$ cat src/rtl/wrf_pkg.sv
package wrf_pkg;

    typedef enum logic {
        BANK_USER  = 1'b0,
        BANK_MICRO = 1'b1
    } bank_e;

    localparam int DEF_WORD_W     = 16;
    localparam int DEF_USER_REGS  = 16;
    localparam int DEF_MICRO_REGS = 8;
    localparam int DEF_MAX_OFF    = 2;

endpackage

$ cat src/rtl/wrf_addr_map.sv
module wrf_addr_map
    import wrf_pkg::*;
#(
    parameter int USER_REGS  = DEF_USER_REGS,
    parameter int MICRO_REGS = DEF_MICRO_REGS,
    parameter int MAX_OFF    = DEF_MAX_OFF,
    localparam int UIDX_W    = $clog2(USER_REGS),
    localparam int OFF_W     = $clog2(MAX_OFF + 2),
    localparam int PHYS_W    = $clog2(USER_REGS + MICRO_REGS)
) (
    input  logic [UIDX_W-1:0] base_i,
    input  logic [OFF_W-1:0]  off_i,
    input  logic              micro_i,
    output logic [PHYS_W-1:0] phys_o,
    output logic              err_o
);

    localparam int SUM_W = UIDX_W + OFF_W + 1;

    logic [SUM_W-1:0] sum_d;
    logic [SUM_W-1:0] wrapped_d;

    always_comb begin
        sum_d     = SUM_W'(base_i) + SUM_W'(off_i);
        wrapped_d = sum_d % SUM_W'(USER_REGS);
        err_o     = 1'b0;
        phys_o    = '0;
        if (int'(off_i) > MAX_OFF) begin
            err_o = 1'b1;
        end else if (bank_e'(micro_i) == BANK_MICRO) begin
            if (int'(sum_d) >= MICRO_REGS) begin
                err_o = 1'b1;
            end else begin
                phys_o = PHYS_W'(USER_REGS) + PHYS_W'(sum_d);
            end
        end else begin
            phys_o = PHYS_W'(wrapped_d);
        end
    end

    always_comb begin
        if (!err_o && micro_i) begin
            a_r4_micro_hi: assert (int'(phys_o) >= USER_REGS);
        end
        if (!err_o && !micro_i) begin
            a_r3_user_low: assert (int'(phys_o) < USER_REGS);
        end
        if (int'(off_i) > MAX_OFF) begin
            a_r5_bad_offset: assert (err_o);
        end
    end

endmodule

$ cat src/rtl/wrf_storage.sv
module wrf_storage #(
    parameter int WORD_W  = 16,
    parameter int ENTRIES = 24,
    parameter int NUM_RD  = 2,
    localparam int IDX_W  = $clog2(ENTRIES)
) (
    input  logic                         clk,
    input  logic                         rst_n,
    input  logic                         we_i,
    input  logic [IDX_W-1:0]             widx_i,
    input  logic [WORD_W-1:0]            wdata_i,
    input  logic [NUM_RD-1:0][IDX_W-1:0] ridx_i,
    input  logic [NUM_RD-1:0]            rerr_i,
    output logic [NUM_RD-1:0][WORD_W-1:0] rdata_o
);

    typedef struct packed {
        logic [ENTRIES-1:0][WORD_W-1:0] regs;
    } store_t;

    store_t st_d;
    store_t st_q;

    always_comb begin
        st_d = st_q;
        if (we_i && int'(widx_i) < ENTRIES) begin
            st_d.regs[widx_i] = wdata_i;
        end
    end

    always_ff @(posedge clk or negedge rst_n) begin
        if (!rst_n) begin
            st_q <= '0;
        end else begin
            st_q <= st_d;
        end
    end

    for (genvar p = 0; p < NUM_RD; p++) begin : g_rd
        always_comb begin
            if (rerr_i[p] || int'(ridx_i[p]) >= ENTRIES) begin
                rdata_o[p] = '0;
            end else begin
                rdata_o[p] = st_q.regs[ridx_i[p]];
            end
        end
    end

    a_r7_write_lands: assert property (@(posedge clk) disable iff (!rst_n)
        ($past(rst_n) && $past(we_i) && int'($past(widx_i)) < ENTRIES)
            |-> st_q.regs[$past(widx_i)] == $past(wdata_i));

    a_r6_hold_without_write: assert property (@(posedge clk) disable iff (!rst_n)
        ($past(rst_n) && !$past(we_i)) |-> st_q == $past(st_q));

endmodule

$ cat src/rtl/wide_operand_regfile.sv
module wide_operand_regfile
    import wrf_pkg::*;
#(
    parameter int WORD_W     = DEF_WORD_W,
    parameter int USER_REGS  = DEF_USER_REGS,
    parameter int MICRO_REGS = DEF_MICRO_REGS,
    parameter int MAX_OFF    = DEF_MAX_OFF,
    localparam int UIDX_W    = $clog2(USER_REGS),
    localparam int OFF_W     = $clog2(MAX_OFF + 2)
) (
    input  logic              clk,
    input  logic              rst_n,
    input  logic              wr_en,
    input  logic [UIDX_W-1:0] wr_base,
    input  logic [OFF_W-1:0]  wr_off,
    input  logic              wr_micro,
    input  logic [WORD_W-1:0] wr_data,
    output logic              wr_err,
    input  logic [UIDX_W-1:0] rda_base,
    input  logic [OFF_W-1:0]  rda_off,
    input  logic              rda_micro,
    output logic [WORD_W-1:0] rda_data,
    output logic              rda_err,
    input  logic [UIDX_W-1:0] rdb_base,
    input  logic [OFF_W-1:0]  rdb_off,
    input  logic              rdb_micro,
    output logic [WORD_W-1:0] rdb_data,
    output logic              rdb_err
);

    localparam int ENTRIES = USER_REGS + MICRO_REGS;
    localparam int PHYS_W  = $clog2(ENTRIES);
    localparam int NUM_RD  = 2;

    logic [NUM_RD-1:0][UIDX_W-1:0] rd_base;
    logic [NUM_RD-1:0][OFF_W-1:0]  rd_off;
    logic [NUM_RD-1:0]             rd_micro;
    logic [NUM_RD-1:0][PHYS_W-1:0] rd_phys;
    logic [NUM_RD-1:0]             rd_err;
    logic [NUM_RD-1:0][WORD_W-1:0] rd_data;
    logic [PHYS_W-1:0]             wr_phys;
    logic                          store_we;

    assign rd_base  = {rdb_base, rda_base};
    assign rd_off   = {rdb_off, rda_off};
    assign rd_micro = {rdb_micro, rda_micro};

    for (genvar p = 0; p < NUM_RD; p++) begin : g_rmap
        wrf_addr_map #(
            .USER_REGS (USER_REGS),
            .MICRO_REGS(MICRO_REGS),
            .MAX_OFF   (MAX_OFF)
        ) u_map (
            .base_i (rd_base[p]),
            .off_i  (rd_off[p]),
            .micro_i(rd_micro[p]),
            .phys_o (rd_phys[p]),
            .err_o  (rd_err[p])
        );
    end

    wrf_addr_map #(
        .USER_REGS (USER_REGS),
        .MICRO_REGS(MICRO_REGS),
        .MAX_OFF   (MAX_OFF)
    ) u_wmap (
        .base_i (wr_base),
        .off_i  (wr_off),
        .micro_i(wr_micro),
        .phys_o (wr_phys),
        .err_o  (wr_err)
    );

    assign store_we = wr_en && !wr_err;

    wrf_storage #(
        .WORD_W (WORD_W),
        .ENTRIES(ENTRIES),
        .NUM_RD (NUM_RD)
    ) u_store (
        .clk    (clk),
        .rst_n  (rst_n),
        .we_i   (store_we),
        .widx_i (wr_phys),
        .wdata_i(wr_data),
        .ridx_i (rd_phys),
        .rerr_i (rd_err),
        .rdata_o(rd_data)
    );

    assign rda_data = rd_data[0];
    assign rdb_data = rd_data[1];
    assign rda_err  = rd_err[0];
    assign rdb_err  = rd_err[1];

endmodule

$ cat config.mk
export PLATFORM = sky130hd
export DESIGN_NAME = wide_operand_regfile
export DESIGN_NICKNAME = d
export VERILOG_FILES = /design/src/rtl/wrf_pkg.sv /design/src/rtl/wrf_addr_map.sv /design/src/rtl/wrf_storage.sv /design/src/rtl/wide_operand_regfile.sv
export SDC_FILE = /design/constraint.sdc
export NUM_CORES = 1
export LEC_CHECK = 0
export ABC_CLOCK_PERIOD_IN_PS = 2400
export BUFFER_PORTS_ARGS = -buffer_cell sky130_fd_sc_hd__clkbuf_2
export CAP_MARGIN = 5
export CORE_AREA = 2 2 195 197
export CTS_BUF_LIST = sky130_fd_sc_hd__clkbuf_8
export DETAILED_ROUTE_END_ITERATION = 8
export DIE_AREA = 0 0 197 199
export HOLD_SLACK_MARGIN = 0.12
export PLACE_DENSITY = 0.86
export SLEW_MARGIN = 20
export SYNTH_ARGS = -nofsm -noshare
export SYNTH_HDL_FRONTEND = slang
export SYNTH_HIERARCHICAL = 1
export SYNTH_SLANG_ARGS = --single-unit
$ cat constraint.sdc
create_clock -name clk -period 2.4 [get_ports clk]
set_clock_uncertainty 0.05 [all_clocks]
set_input_delay 0 -clock clk [delete_from_list [all_inputs] [get_ports clk]]
set_output_delay 0 -clock clk [all_outputs]
set_load 0.01 [all_outputs]
==> results by stage <==
Worst setup path:
- STA classifies the critical path endpoint as an output port.
- The data arrival time of the critical path is 3.33 ns.
- Walking the worst path, the cells encountered are buf_6 > ha_4 > inv_2 > fa_2 > buf_4 > buf_4 > o311a_2 > o211a_4 > buf_6 > buf_16 > nor3b_2 > a211oi_2 > o21ai_1 > o211ai_1 > buf_2.
- The origin of the worst setup path is rda_off[0].
- The highest fanout seen on the critical path is 23.
- The element type at the critical path start is a primary input.
- The endpoint identified for the worst register-to-register timing path is u_store/st_q[102].
- The setup slack of the worst register-to-register path is 1.46 ns.
- The slowest stage of the critical path belongs to the cell sky130_fd_sc_hd__nor3b_2.
- In this design, the stage delay of the slowest critical-path cell is around 0.70 ns.
- The beginning of the worst register-to-register path is u_store/st_q[102].
- The worst-case reg-to-reg path depth is 1.
- The setup path with the least slack is of type primary input to output port.
- STA puts the critical path data required time at 2.35 ns.

Routing:
- The remaining antenna violation count after routing is 0.
- The total DRC errors in the routed layout is 0.
- The total wire length is ~83 mm.
- The via count is 18170.
- Using the TritonRoute via totals, the vias-per-cell ratio works out to about 7.6.
- Before antenna repair, the detailed router went through 6 iterations.
- In the final routed layout, each cell accounts on average for 34.73 um.
- The count of routing violations after the opening detailed-route iteration is roughly 2300.

Pwr:
- Net switching is 33.77% of the power.
- Cell internal power was estimated by the tool at about 0.015 W.
- The analysis attributes to net switching a power of 0.007645 W.
- The clock network burns a little over a quarter of the power.
- The peak supply drop is between 0.0005 and 0.0006 V.
- For this design the static power due to leakage is 12.54 nW.
- The combinational power share is between 30% and 40%.
- The ratio of total power to cell area is roughly 810 nW/um^2.
- The share of power burned in registers is roughly two fifths.

Clock tree:
- The number of sinks driven by the clock tree is approximately 380.
- Buffers inserted during clock tree synthesis total 67.
- In this run the number of H-tree levels came out at 3.
- The maximum clock path buffer count is 3.
- The TritonCTS clock tree is yes.
- In this run the clock root is driven by a sky130_fd_sc_hd__clkbuf_8.
- The later pin in the worst-skew pair is clocked with a latency of around 0.62 ns.
- The clock-pin transition on the worst setup and hold timing paths is ~0.050 ns.

Worst hold path:
- The class of the tightest hold or removal check is primary input to flip-flop.
- The startpoint identified for the worst hold timing path is wr_micro.
- The worst hold path terminates at u_store/st_q[319].
- The worst hold path passes through 7 cells.

Final layout:
- Cells with a size suffix above 1 make up a little under 60% of the layout.
- The share of the core filled with cells in the final layout is approximately three quarters.
- The register with the most flip-flops is u_store/st_q.
- For this run, the post-layout net count is just under 2000.
- The flip-flop count of the largest register, all copies and words added is between 300 and 400.
- The synthesis-to-layout area growth is 28.77%.
- The largest registers in the layout are u_store/st_q x384.

Global route:
- The largest net degree at the start of global routing is 79.
- The aggregate global routing overflow is 0.
- The via count of the first global-routing pass came to ~19000.
- The first global-routing pass estimated about 120 mm of wire.
- Across every metal layer, demand over resource in global routing totals 40.85%.
- The initial antenna violation count is 7.

Floorplanning:
- The floorplan has 71 rows.
- The initial cell density of the core is between 50% and 60%.
- In this run the horizontal extent of the chip is ~200 um.
- The floorplan die height is around 200 um.
- The area of the core is 37130 sq um.
- The count of boundary I/O pins is between 70 and 80.
- The die covers a little under 40000 sq um.

Placed design:
- In this run the tool buffered the top-level ports with 74 buffer cells.
- The routability congestion estimate from global placement is about 0.90.
- Detailed placement ended at an HPWL of about 43 mm.

STA:
- Derived from the worst setup path, the maximum achievable clock frequency is about 0.30 GHz.
- The worst path uses 140.9% of the clock period.
- The worst path in the final design needs a cycle of 3.382 ns, including I/O delays and setup.
- The count of final setup violators is 32.
- The number of hold violations in the final report is 0.
- For the pin with the worst max-slew slack, the measured transition is 0.8147 ns.
- After layout, the worst setup slack is -0.9816 ns.
- The final count of pins violating max slew is 0.
- Setup repair after global routing could not meet its margin everywhere.
- The worst slack on hold paths is ~0.3 ns.
- Measured against its own limit, the worst slew margin works out to 45.45%.

Yosys:
- In this run the mean area of a mapped cell was ~14 sq um.
- The cell count after synthesis came out at about 1600.
- The Yosys step of the flow raised 6 warnings.
- The number of synthesized register bits is 384.
- The synthesized design contains 0 enable-type register cells.
- Sequential cells were found to cover between 40% and 50% of the synthesized design area.
- The number of distinct library cells after synthesis is 54.
- The most used flip-flop cell after synthesis is sky130_fd_sc_hd__dfrtp_1.
- When the netlist entered floorplanning its net count stood at 1617.
- For this run, asynchronously set or reset flops after synthesis account for 100.0%.
- The post-synth design cell area is roughly 22000 sq um.

Outcome:
- The run finished, with violations left.
- The final reports fail on setup timing.

Run:
- The max-cap check violation count is 0.
-- area by class of cell --
| class | count | area, sq um |
|---|---|---|
| multi-input cells | 1018 | 11880 |
| inverters | 19 | 75.07 |
| clock buffers | 86 | 1184 |
| clock inverters | 31 | 152.6 |
| fillers | 2001 | 9270 |
| diodes | 5 | 12.51 |
| repair buffers | 384 | 4355 |
| well taps | 474 | 593.1 |
| flip-flops and latches | 384 | 9609 |
-- how the worst max path moves through the flow --
stage                        endpoint  slack, ns  depth (start not counted)
finish                   rda_data[11]      -0.98                         15
global route             rda_data[11]      -0.96                         15
CTS                       rdb_data[8]      -0.39                         16
detailed placement        rda_data[6]      -0.69                         13
global placement          rda_data[7]      -0.70                         16
floorplan           u_store/st_q[261]      -0.05                         14
-- per-stage QoR --
stage	setup TNS, ns	setup slack [ns]	instances	cell area (sq um)	power [W]
floorplan	-2.526	-0.04832	1568	21700	0.01251
global placement	-72.49	-0.7042	2165	24230	0.01424
detailed placement	-109.67	-0.6927	2165	24230	0.01463
CTS	-9.676	-0.3888	2370	27390	0.02159
global route	-16.04	-0.9647	2399	27860	0.02319
finish	-14.95	-0.9816	2401	27860	0.02264
-- cells in the mapped netlist, types with 5 or more instances --
cell	number	area [sq um]
sky130_fd_sc_hd__o21ai_0	35	175.2
sky130_fd_sc_hd__o2bb2ai_1	16	140.1
sky130_fd_sc_hd__mux2i_1	101	1011
sky130_fd_sc_hd__buf_1	11	41.29
sky130_fd_sc_hd__dfrtp_1	384	9609
sky130_fd_sc_hd__o211ai_1	17	127.6
sky130_fd_sc_hd__nand2_1	35	131.4
sky130_fd_sc_hd__nor2_1	7	26.28
sky130_fd_sc_hd__inv_1	16	60.06
sky130_fd_sc_hd__nand2_2	18	112.6
sky130_fd_sc_hd__a211oi_1	25	187.7
sky130_fd_sc_hd__and2_1	14	87.58
sky130_fd_sc_hd__mux2_2	397	4471
sky130_fd_sc_hd__buf_12	5	100.1
sky130_fd_sc_hd__clkbuf_1	69	259.0
sky130_fd_sc_hd__buf_2	29	145.1
sky130_fd_sc_hd__nand3_1	8	40.04
sky130_fd_sc_hd__o21a_1	5	37.54
sky130_fd_sc_hd__mux4_2	128	2883
sky130_fd_sc_hd__ha_1	6	75.07
sky130_fd_sc_hd__a22oi_1	19	142.6
sky130_fd_sc_hd__o221ai_1	10	87.58
sky130_fd_sc_hd__and3_1	5	31.28
sky130_fd_sc_hd__nor2b_1	5	31.28
sky130_fd_sc_hd__o22ai_1	18	112.6
sky130_fd_sc_hd__buf_4	14	105.1
sky130_fd_sc_hd__a21oi_1	49	245.2
sky130_fd_sc_hd__nor3b_1	26	195.2
sky130_fd_sc_hd__a22o_1	13	113.9
sky130_fd_sc_hd__buf_6	19	214.0
sky130_fd_sc_hd__a211o_1	13	113.9
sky130_fd_sc_hd__or3_1	5	31.28
-- timing repair --
| item | in CTS | in global routing |
|---|---|---|
| setup endpoints to repair | 32 | 32 |
| pin swaps | 66 | 52 |
| hold endpoints to repair | 768 | 0 |
| gates cloned | 17 | 3 |
| hold buffers | 19 | 0 |
| setup buffers | 54 | 35 |
| gates resized for setup | 156 | 98 |
-- power groups by stage --
stage	logic, W	clock network (W)	registers (W)
6_report	0.00728	0.00618	0.00918
2_1_floorplan	0.00390	0	0.00861
5_1_grt	0.00750	0.00646	0.00924
3_3_place_gp	0.00540	0	0.00884
3_5_place_dp	0.00562	0	0.00901
4_1_cts	0.00656	0.00608	0.00896
-- layout by cell type (no fill, tap or decap), types with 19 or more instances in the layout --
cell	n
sky130_fd_sc_hd__dfrtp_1	384
sky130_fd_sc_hd__buf_12	84
sky130_fd_sc_hd__mux4_2	128
sky130_fd_sc_hd__inv_1	26
sky130_fd_sc_hd__nand2_1	35
sky130_fd_sc_hd__a211oi_1	19
sky130_fd_sc_hd__o21ai_0	21
sky130_fd_sc_hd__mux2i_1	82
sky130_fd_sc_hd__a21oi_1	43
sky130_fd_sc_hd__clkbuf_2	52
sky130_fd_sc_hd__mux2_2	394
sky130_fd_sc_hd__buf_6	31
sky130_fd_sc_hd__clkbuf_8	86
sky130_fd_sc_hd__buf_4	155
-- metal layers --
layer | vias up | share of wire (%) | global-route usage [%]
met2 | 1762 | 44 | 62.68
met4 | 8 | 10 | 31.44
met1 | 9012 | 32 | 46.75
met3 | 698 | 14 | 15.12
li1 | 6685 | - | -
met5 | - | 0.10 | 0
-- cell families after synthesis --
| kind of cell | after synthesis | synth area share (%) |
|---|---|---|
| muxes | 627 | 38.71 |
| DFF | 384 | 44.41 |
| AOI/OAI and AO/OA | 240 | 7.789 |
| buffers and inverters | 167 | 4.348 |
| and+or+nand+nor | 141 | 4.123 |
| adders and majority gates | 9 | 0.6245 |
-- worst max-delay path: cells and delay by family --
family	cells	cell delay, ns
buffers and inverters	7	1.02
AO/OA/AOI/OAI	5	1.09
adder cells (fa/ha/maj)	2	0.48
AND/OR/NAND/NOR	1	0.70
No activity file was read; power rests on OpenSTA's default activity.
